## src/rtl/flash_pd_pkg.sv

```systemverilog
package flash_pd_pkg;

    typedef enum logic [1:0] {
        PWR_ACTIVE = 2'd0,
        PWR_DEEP   = 2'd1,
        PWR_WAKING = 2'd2
    } pwr_e;

    localparam int unsigned OP_BITS    = 8;
    localparam int unsigned DUMMY_BITS = 24;

    localparam logic [7:0] OPC_WAKE_SIG = 8'hAB;
    localparam logic [7:0] OPC_DEEP_PD  = 8'hB9;

endpackage

```

## src/rtl/fpd_pin_sync.sv

```systemverilog
module fpd_pin_sync #(
    parameter int unsigned      WIDTH   = 3,
    parameter int unsigned      STAGES  = 2,
    parameter logic [WIDTH-1:0] RST_VAL = '0
) (
    input  logic             clk,
    input  logic             rst_n,
    input  logic [WIDTH-1:0] raw_i,
    output logic [WIDTH-1:0] lvl_o
);

    typedef logic [STAGES-1:0][WIDTH-1:0] pipe_t;

    pipe_t pipe_d, pipe_q;

    always_comb begin
        pipe_d[0] = raw_i;
        for (int i = 1; i < STAGES; i++) begin
            pipe_d[i] = pipe_q[i-1];
        end
    end

    always_ff @(posedge clk or negedge rst_n) begin
        if (!rst_n) begin
            pipe_q <= {STAGES{RST_VAL}};
        end else begin
            pipe_q <= pipe_d;
        end
    end

    assign lvl_o = pipe_q[STAGES-1];

endmodule

```

## src/rtl/fpd_cmd_shift.sv

```systemverilog
module fpd_cmd_shift
    import flash_pd_pkg::*;
#(
    parameter logic [7:0] SIG_VALUE = 8'h13
) (
    input  logic clk,
    input  logic rst_n,
    input  logic sel_lvl_i,
    input  logic sck_lvl_i,
    input  logic mosi_lvl_i,
    input  logic busy_i,
    input  pwr_e pwr_i,
    output logic cs_rise_o,
    output logic res_o,
    output logic dpd_o,
    output logic so_o,
    output logic so_oe_o
);

    localparam int unsigned CNT_CAP = OP_BITS + DUMMY_BITS;
    localparam int unsigned CW      = $clog2(CNT_CAP + 1);
    localparam logic [CW-1:0] CNT_OP   = CW'(OP_BITS);
    localparam logic [CW-1:0] CNT_LAST = CW'(OP_BITS - 1);
    localparam logic [CW-1:0] CNT_SIG  = CW'(CNT_CAP);

    typedef struct packed {
        logic          sel_p;
        logic          sck_p;
        logic [CW-1:0] cnt;
        logic [7:0]    op;
        logic          res;
        logic          dpd;
        logic [2:0]    idx;
        logic          so;
        logic          oe;
    } sh_t;

    sh_t sh_d, sh_q;

    logic       sck_rise, sck_fall;
    logic [7:0] op_full;

    assign sck_rise = sck_lvl_i & ~sh_q.sck_p;
    assign sck_fall = ~sck_lvl_i & sh_q.sck_p;
    assign op_full  = {sh_q.op[6:0], mosi_lvl_i};

    always_comb begin
        sh_d = sh_q;
        if (sel_lvl_i) begin
            sh_d = '0;
        end else begin
            if (sck_rise) begin
                if (sh_q.cnt != CNT_SIG) begin
                    sh_d.cnt = sh_q.cnt + 1'b1;
                end
                if (sh_q.cnt < CNT_OP) begin
                    sh_d.op = op_full;
                end
                if (sh_q.cnt == CNT_LAST) begin
                    sh_d.res = (op_full == OPC_WAKE_SIG) && !busy_i
                               && (pwr_i != PWR_WAKING);
                    sh_d.dpd = (op_full == OPC_DEEP_PD) && !busy_i
                               && (pwr_i == PWR_ACTIVE);
                end
            end
            if (sck_fall && sh_q.res && (sh_q.cnt == CNT_SIG)) begin
                sh_d.oe  = 1'b1;
                sh_d.so  = SIG_VALUE[3'd7 - sh_q.idx];
                sh_d.idx = sh_q.idx + 3'd1;
            end
        end
        sh_d.sel_p = sel_lvl_i;
        sh_d.sck_p = sck_lvl_i;
    end

    always_ff @(posedge clk or negedge rst_n) begin
        if (!rst_n) begin
            sh_q       <= '0;
            sh_q.sel_p <= 1'b1;
        end else begin
            sh_q <= sh_d;
        end
    end

    assign cs_rise_o = sel_lvl_i & ~sh_q.sel_p;
    assign res_o     = sh_q.res;
    assign dpd_o     = sh_q.dpd && (sh_q.cnt == CNT_OP);
    assign so_o      = sh_q.so;
    assign so_oe_o   = sh_q.oe;

    // deselect always releases the output
    a_r6_hiz_when_deselected: assert property (@(posedge clk) disable iff (!rst_n)
        sel_lvl_i |=> !sh_q.oe);

    // driving begins only once opcode and dummy bits are complete
    a_r6_drive_after_dummy: assert property (@(posedge clk) disable iff (!rst_n)
        $rose(sh_q.oe) |-> (sh_q.cnt == CNT_SIG));

    // output enable only under a decoded signature command
    a_r4_drive_needs_decode: assert property (@(posedge clk) disable iff (!rst_n)
        sh_q.oe |-> sh_q.res);

    // busy engine blocks decode on the eighth bit
    a_r10_busy_blocks_decode: assert property (@(posedge clk) disable iff (!rst_n)
        (!sel_lvl_i && sck_rise && (sh_q.cnt == CNT_LAST) && busy_i)
        |=> (!sh_q.res && !sh_q.dpd));

endmodule

```

## src/rtl/fpd_pwr_ctrl.sv

```systemverilog
module fpd_pwr_ctrl
    import flash_pd_pkg::*;
#(
    parameter int unsigned WAKE_CYCLES = 1000
) (
    input  logic clk,
    input  logic rst_n,
    input  logic cs_rise_i,
    input  logic res_i,
    input  logic dpd_i,
    output pwr_e pwr_o,
    output logic ready_o,
    output logic pd_o
);

    localparam int unsigned TW = $clog2(WAKE_CYCLES + 1);
    localparam logic [TW-1:0] TMR_LOAD = TW'(WAKE_CYCLES - 1);

    typedef struct packed {
        pwr_e          st;
        logic [TW-1:0] tmr;
    } pw_t;

    pw_t pw_d, pw_q;

    always_comb begin
        pw_d = pw_q;
        case (pw_q.st)
            PWR_ACTIVE: begin
                if (cs_rise_i && dpd_i) begin
                    pw_d.st = PWR_DEEP;
                end
            end
            PWR_DEEP: begin
                if (cs_rise_i && res_i) begin
                    pw_d.st  = PWR_WAKING;
                    pw_d.tmr = TMR_LOAD;
                end
            end
            PWR_WAKING: begin
                if (pw_q.tmr == '0) begin
                    pw_d.st = PWR_ACTIVE;
                end else begin
                    pw_d.tmr = pw_q.tmr - 1'b1;
                end
            end
            default: pw_d.st = PWR_ACTIVE;
        endcase
    end

    always_ff @(posedge clk or negedge rst_n) begin
        if (!rst_n) begin
            pw_q.st  <= PWR_ACTIVE;
            pw_q.tmr <= '0;
        end else begin
            pw_q <= pw_d;
        end
    end

    assign pwr_o   = pw_q.st;
    assign ready_o = (pw_q.st == PWR_ACTIVE);
    assign pd_o    = (pw_q.st == PWR_DEEP);

    // standby is left only on a deselect edge
    a_r2_entry_on_deselect: assert property (@(posedge clk) disable iff (!rst_n)
        ((pw_q.st == PWR_ACTIVE) && !cs_rise_i) |=> (pw_q.st == PWR_ACTIVE));

    // power-down exits only into the wake hold-off
    a_r3_deep_exits_to_wait: assert property (@(posedge clk) disable iff (!rst_n)
        (pw_q.st == PWR_DEEP) |=> (pw_q.st == PWR_DEEP || pw_q.st == PWR_WAKING));

    // hold-off lasts until the timer has run out
    a_r8_wait_holds: assert property (@(posedge clk) disable iff (!rst_n)
        ((pw_q.st == PWR_WAKING) && (pw_q.tmr != '0)) |=> (pw_q.st == PWR_WAKING));

    // no power-down entry straight from the hold-off
    a_r9_no_entry_from_wait: assert property (@(posedge clk) disable iff (!rst_n)
        (pw_q.st == PWR_WAKING) |=> (pw_q.st != PWR_DEEP));

endmodule

```

## src/rtl/flash_pd_sig_resp.sv

```systemverilog
module flash_pd_sig_resp
    import flash_pd_pkg::*;
#(
    parameter int unsigned WAKE_CYCLES = 1000,
    parameter int unsigned SYNC_STAGES = 2,
    parameter logic [7:0]  SIG_VALUE   = 8'h13
) (
    input  logic clk,
    input  logic rst_n,
    input  logic sel_n_i,
    input  logic sck_i,
    input  logic mosi_i,
    input  logic busy_i,
    output logic so_o,
    output logic so_oe_o,
    output logic ready_o,
    output logic pd_o
);

    localparam int unsigned PIN_W = 3;

    logic [PIN_W-1:0] pins_lvl;
    logic             cs_rise, res_seen, dpd_exact;
    pwr_e             pwr;

    fpd_pin_sync #(
        .WIDTH   (PIN_W),
        .STAGES  (SYNC_STAGES),
        .RST_VAL (3'b001)
    ) u_sync (
        .clk   (clk),
        .rst_n (rst_n),
        .raw_i ({mosi_i, sck_i, sel_n_i}),
        .lvl_o (pins_lvl)
    );

    fpd_cmd_shift #(
        .SIG_VALUE (SIG_VALUE)
    ) u_shift (
        .clk        (clk),
        .rst_n      (rst_n),
        .sel_lvl_i  (pins_lvl[0]),
        .sck_lvl_i  (pins_lvl[1]),
        .mosi_lvl_i (pins_lvl[2]),
        .busy_i     (busy_i),
        .pwr_i      (pwr),
        .cs_rise_o  (cs_rise),
        .res_o      (res_seen),
        .dpd_o      (dpd_exact),
        .so_o       (so_o),
        .so_oe_o    (so_oe_o)
    );

    fpd_pwr_ctrl #(
        .WAKE_CYCLES (WAKE_CYCLES)
    ) u_pwr (
        .clk       (clk),
        .rst_n     (rst_n),
        .cs_rise_i (cs_rise),
        .res_i     (res_seen),
        .dpd_i     (dpd_exact),
        .pwr_o     (pwr),
        .ready_o   (ready_o),
        .pd_o      (pd_o)
    );

endmodule

```

## config.mk

```make
export PLATFORM = sky130hd
export DESIGN_NAME = flash_pd_sig_resp
export DESIGN_NICKNAME = d
export VERILOG_FILES = /design/src/rtl/flash_pd_pkg.sv /design/src/rtl/fpd_pin_sync.sv /design/src/rtl/fpd_cmd_shift.sv /design/src/rtl/fpd_pwr_ctrl.sv /design/src/rtl/flash_pd_sig_resp.sv
export SDC_FILE = /design/constraint.sdc
export NUM_CORES = 1
export LEC_CHECK = 0
export ABC_AREA = 0
export BUFFER_PORTS_ARGS = -buffer_cell sky130_fd_sc_hd__clkbuf_2
export CORE_MARGIN = 2
export CORE_UTILIZATION = 37
export CTS_BUF_LIST = sky130_fd_sc_hd__clkbuf_4 sky130_fd_sc_hd__clkbuf_8 sky130_fd_sc_hd__clkbuf_16
export CTS_CLUSTER_SIZE = 40
export DETAILED_ROUTE_END_ITERATION = 10
export RECOVER_POWER = 50
export SETUP_SLACK_MARGIN = 0.02
export SYNTH_ARGS = -nofsm -noshare
export SYNTH_HDL_FRONTEND = slang
export SYNTH_HIERARCHICAL = 1
export SYNTH_SLANG_ARGS = --single-unit
```

## constraint.sdc

```tcl
create_clock -name clk -period 2.1 [get_ports clk]
set_input_delay 0.315 -clock clk [delete_from_list [all_inputs] [get_ports clk]]
set_output_delay 0.315 -clock clk [all_outputs]
set_load 0.005 [all_outputs]
```

* Word-level counts from Yosys, hierarchy flattened *
Memory sizes are Yosys's and may differ from the RTL's.
Cells that the tools add are included.

storage, ports and cells
  flip-flop bits (word level) = 40
  latch bits = 0
  memory bits (writable) = 0
  bits in read-only memories = 8
  bits of input ports = 6
  word-level logic and storage cells = 75
  memories = 1

memory list
  name              words  width  read ports  clocked after memory_dff  write ports  RTL line             source
  (name not given)  8      1      1           0                         0            fpd_cmd_shift.sv:68  sh_d.so = SIG_VALUE[3'd7 - sh_q.idx];

cells by class
  add/subtract/negate cells = 4
  multipliers = 0
  divide/modulo/power cells = 0
  order comparisons = 2
  eq/ne operators = 13
  shift operators = 0
  multiplexer cells = 13
  bitwise logic cells = 6
  reductions and logical operators = 23

operator list
  kind                                                                      number
  21-bit two-way mux                                                        1
  10-bit case mux with 2 select lines                                       1
  8-bit equality test (second input constant)                               2
  16-bit two-way mux                                                        1
  12-bit two-way mux                                                        1
  2-bit nonzero test                                                        6
  10-bit zero test                                                          1
  10-bit two-way mux                                                        1
  10-bit by 1-bit subtractor with 10-bit output (second input constant)     1
  1-bit logical AND                                                         9
  8-bit two-way mux                                                         1
  6-bit by 1-bit adder with 6-bit output (second input constant)            1
  6-bit by 3-bit equality test with 1-bit output (second input constant)    1
  6-bit by 4-bit equality test with 1-bit output (second input constant)    1
  6-bit equality test (second input constant)                               1
  6-bit by 4-bit < comparator with 1-bit output (second input constant)     1
  2-bit two-way mux                                                         3
  6-bit two-way mux                                                         1
  2-bit by 1-bit inequality test with 1-bit output (second input constant)  3
  6-bit inequality test (second input constant)                             1
  2-bit case mux with 3 select lines                                        1
  2-bit AND reduction                                                       3
  3-bit AND reduction                                                       2
  5-bit two-way mux                                                         1
  11 further kinds                                                          16

* Depth between registers and ports, before layout *
  depth in word-level cells = 6
  mapped depth = 8
  gate-level depth less buffers = 8

* Cells and area by module *
The synthesis kept the hierarchy.

by module, submodules not included
  module         times used  cells each  area an instance (sq um)
  fpd_cmd_shift  1           114         1171.1
  fpd_pwr_ctrl   1           71          676.9
  fpd_pin_sync   1           6           152.6

* Least setup slack after synthesis *
Ideal clock, no wire load.

  kind = register -> register
  start = register u_pwr/pw_q[5] (netlist bit)
  end = register u_pwr/pw_q[9] (netlist bit)
  library setup time = 0.123 ns
  arrival time = 1.499 ns
  data required time = 1.977 ns
  setup slack = 0.478 ns
  cell stages (with the launch flop) = 5
  buffers on the path = 0
  clock period less this slack = 1.622 ns
  cell sequence = dfrtp_1 -> or4_4 -> nor4_2 -> mux2i_1 -> nand2_1

on the way
  longest elaborated chain between the ends = 3
  elaborated cells on any way between the ends = 6
  classes of those cells = add/sub (1); eq/ne (1); mux (2); reduce/logical (2)

ends and longest elaborated chain
  element                                                                            RTL line                                source
  start: declaration                                                                 fpd_pwr_ctrl.sv:24                      pw_t pw_d, pw_q;
  start signal: assignment                                                           fpd_pwr_ctrl.sv:56                      pw_q <= pw_d;
  10-bit by 1-bit subtractor with 10-bit output or 10-bit zero test (tied branches)  fpd_pwr_ctrl.sv:44, fpd_pwr_ctrl.sv:41
  10-bit two-way mux or 2-bit inequality test (tied branches)                        --
  10-bit case mux with 2 select lines or 3-bit AND reduction (tied branches)         --

Several ways; a longest one is shown, not always the timed one. The select of a mux whose other input is x is not followed.
A chain may end at the register's enable or synchronous reset.

* Final worst setup path *
Same ends and word-level chain as after synthesis.

==> flow_summary.json <==
{
  "outcome": "finished, final reports clean",
  "layout_setup_ws_ns": 0.355,
  "num_antenna_cells": 0,
  "routedWlPerCell_um": 13.7,
  "r2r_cells": 4,
  "grt_util_all_layers_pct": 14.1,
  "clock_skew_ns": 0.00677,
  "cts_sinks": 40,
  "hold_path_class": "in2reg",
  "pre_cts_slack_ns": 0.347,
  "maxSlewHeadroom_pct": 50.4,
  "dpl.hpwl_um": 2740,
  "clock_latency_ns": 0.29,
  "synth_warnings": 6,
  "htreeDepth": 2,
  "cts-root-buf": "clkbuf_8",
  "async_flop_share_pct": 100,
  "arrival_ns": 1.91,
  "yosys.cell_types.count": 50,
  "p_leak_nw": 0.987,
  "netlist_area_sq_um": 2000,
  "layout_common_cells": "37 x dfrtp_1, 19 x a21oi_1, 16 x nor2_1",
  "drv_slew": 0,
  "r2r_start": "u_pwr/pw_q[5]$_DFFE_PN0P_",
  "crit_fanout": 6,
  "grt_pass1_wl_um": 6710,
  "hold_path_depth": 1,
  "reg2reg_to": "u_pwr/pw_q[9]$_DFFE_PN0P_",
  "gp_congestion": 0.751,
  "post_cts_resized": 0,
  "synth_enable_flop_cells": 0,
  "via_per_inst": 5.18,
  "io_buffers": 9,
  "synth-seq-cells": 40,
  "drive_above_1_share_pct": 17.8,
  "period_needed_ns": 1.74,
  "grt_antenna_before_repair": 0,
  "rsz0062_at_grt": "no",
  "fin_crit_sh_pct": 83.1,
  "die-height_um": 77.5,
  "drt-total-wl_um": 3800,
  "io_pins": 10,
  "grt_pass1_vias": 1430,
  "cts-hold-fix-buffers": 1,
  "core_area_sq_um": 5170,
  "synth.avg_cell_area_sq_um": 10.5,
  "cap_viol_max_count": 0,
  "syn_inst": 191,
  "worst_hold_path.endpoint": "u_sync/pipe_d[3]$_DFF_PN1_",
  "die_area_sq_um": 6010,
  "fillers": 501,
  "numCtsBuffers": 5,
  "antenna_left": 0,
  "cts.path.max_buffers": 2,
  "grt_remaining_overflow": 0,
  "ys_seq_area_share_pct": 50.2,
  "worstMarginPinSlew_ns": 0.744,
  "hold_violations": 0,
  "drt_first_iter_violations": 105,
  "vias": 1439,
  "setup.worst_path.end_class": "flop",
  "multi_input_area_sq_um": 923,
  "die_w_um": 77.5,
  "final_common_cell": "dfrtp_1",
  "syn-num-nets": 201,
  "peakVddDrop_mv": 0.375,
  "worstHoldStart": "sel_n_i",
  "critical_path_class": "reg2reg",
  "synthToLayoutAreaGrowth_pct": 11.3,
  "cts_tree": "built",
  "drc": 0,
  "required_ns": 2.27,
  "start_util_pct": 38.7,
  "ys.flop_type": "dfrtp_1",
  "r2r_slack_ns": 0.36,
  "power_density_nw_per_um2": 620,
  "seq_area_sq_um": 1000,
  "fp-row-count": 26,
  "worst_setup_path_start_kind": "flop",
  "post-cts-setup-buffers": 0,
  "clkSlewWorstSetupHoldPaths_ns": 0.08,
  "final_nets": 217,
  "tns_ns": 0,
  "firstDrtPassIters": 4,
  "grt_start_max_net_pins": 18,
  "max_freq_mhz": 573,
  "setup-violations-final": 0
}
## state kept, by name, summed over array words and instances (netlist names), 2 cells and up
signal / cells
u_shift/sh_q: 12
u_pwr/pw_q: 10
u_shift/op_full: 7
u_sync/lvl_o: 3
u_sync/pipe_d: 3
u_pwr/pwr_o: 2
## final cells by class
cell class | count | share of cell area, %
well taps | 70 | 3.93
clock buffers | 6 | 3.71
repair buffers | 15 | 3.82
clock inverters | 2 | 0.449
flip-flops and latches | 40 | 45.1
multi-input cells | 136 | 41.5
inverters | 9 | 1.52
## worst max-delay path, stage by stage, from the launching register on
cell and delay, ns:
dfrtp_1 0.45, or4_4 0.57, nor4_2 0.31, mux2i_1 0.23, nand2_1 0.07
## synth_stat cells, drive strengths merged (2+ instances only)
cell / count / area share (%)
nand3: 10 / 2.5
nand2: 8 / 1.5
mux2: 4 / 2.3
o21ai: 14 / 3.5
and4bb: 2 / 1.3
nor3: 4 / 1.6
buf: 4 / 1.6
or3: 5 / 1.6
a211oi: 3 / 1.4
inv: 9 / 1.7
nor2b: 5 / 1.6
dfstp: 3 / 3.9
a21oi: 19 / 4.8
o31ai: 2 / 0.75
ha: 4 / 2.5
nor4bb: 2 / 1.0
dfrtp: 37 / 46
nor4: 3 / 2.0
and3: 3 / 0.94
nand3b: 3 / 1.3
nor2: 16 / 3.0
nand2b: 3 / 0.94
clkbuf: 2 / 0.38
a31oi: 3 / 0.94
or4: 2 / 0.94
nand4bb: 2 / 1.1
mux2i: 6 / 3.0
## stage by stage
stage	power (mW)	instance area, sq um	utilization (%)	instances	hold slack [ns]
floorplan	0.841	2000	-	191	0.0194
global placement	0.873	2130	41.2	269	0.239
detailed placement	0.875	2130	41.2	269	0.247
CTS	1.42	2230	43.2	278	0.0955
global route	1.46	2230	43.1	278	0.0899
finish	1.38	2230	43.1	278	0.109
## worst max path at each step
| stage | start | endpoint | slack [ns] | cells past startpoint |
|---|---|---|---|---|
| 6_report | u_pwr/pw_q[5]$_DFFE_PN0P_ | u_pwr/pw_q[9]$_DFFE_PN0P_ | 0.36 | 4 |
| 5_1_grt | rst_n | u_shift/sh_q[18]$_DFFE_PN0P_ | 0.19 | 3 |
| 4_1_cts | u_pwr/pw_q[4]$_DFFE_PN0P_ | u_pwr/pw_q[9]$_DFFE_PN0P_ | 0.35 | 4 |
| 3_5_place_dp | u_pwr/pw_q[5]$_DFFE_PN0P_ | u_pwr/pw_q[9]$_DFFE_PN0P_ | 0.35 | 4 |
| 3_3_place_gp | u_pwr/pwr_o[1]$_DFFE_PN0P_ | u_pwr/pw_q[5]$_DFFE_PN0P_ | 0.43 | 4 |
| 2_1_floorplan | u_pwr/pw_q[5]$_DFFE_PN0P_ | u_pwr/pw_q[9]$_DFFE_PN0P_ | 0.48 | 4 |
## layer usage
metal  track usage [%]  vias to the layer above  wire [um]  share of wire, %
met5                 0                        -          0                 0
met4              5.18                        0         25              0.66
met3              3.84                        2         76               2.0
met2              21.4                       12       1740                46
met1              19.4                      697       1950                51
li1                  -                      728          -                 -
## logic make-up after synthesis
kind of cell             share of synthesized area (%)
adder cells (fa/ha/maj)                           2.50
AND/OR/NAND/NOR                                   25.0
AO/OA/AOI/OAI                                     13.0
XOR/XNOR                                         0.438
buffers and inverters                             3.63
multiplexers                                      5.25
flip-flops                                        50.2
## power by group
part           leakage (nW)  switching [mW]  internal [mW]
logic                 0.400          0.0391         0.0232
clock network        0.0510           0.262          0.262
registers             0.535          0.0118          0.783
total                 0.987           0.313           1.07
(Power assumes the default switching activity.)
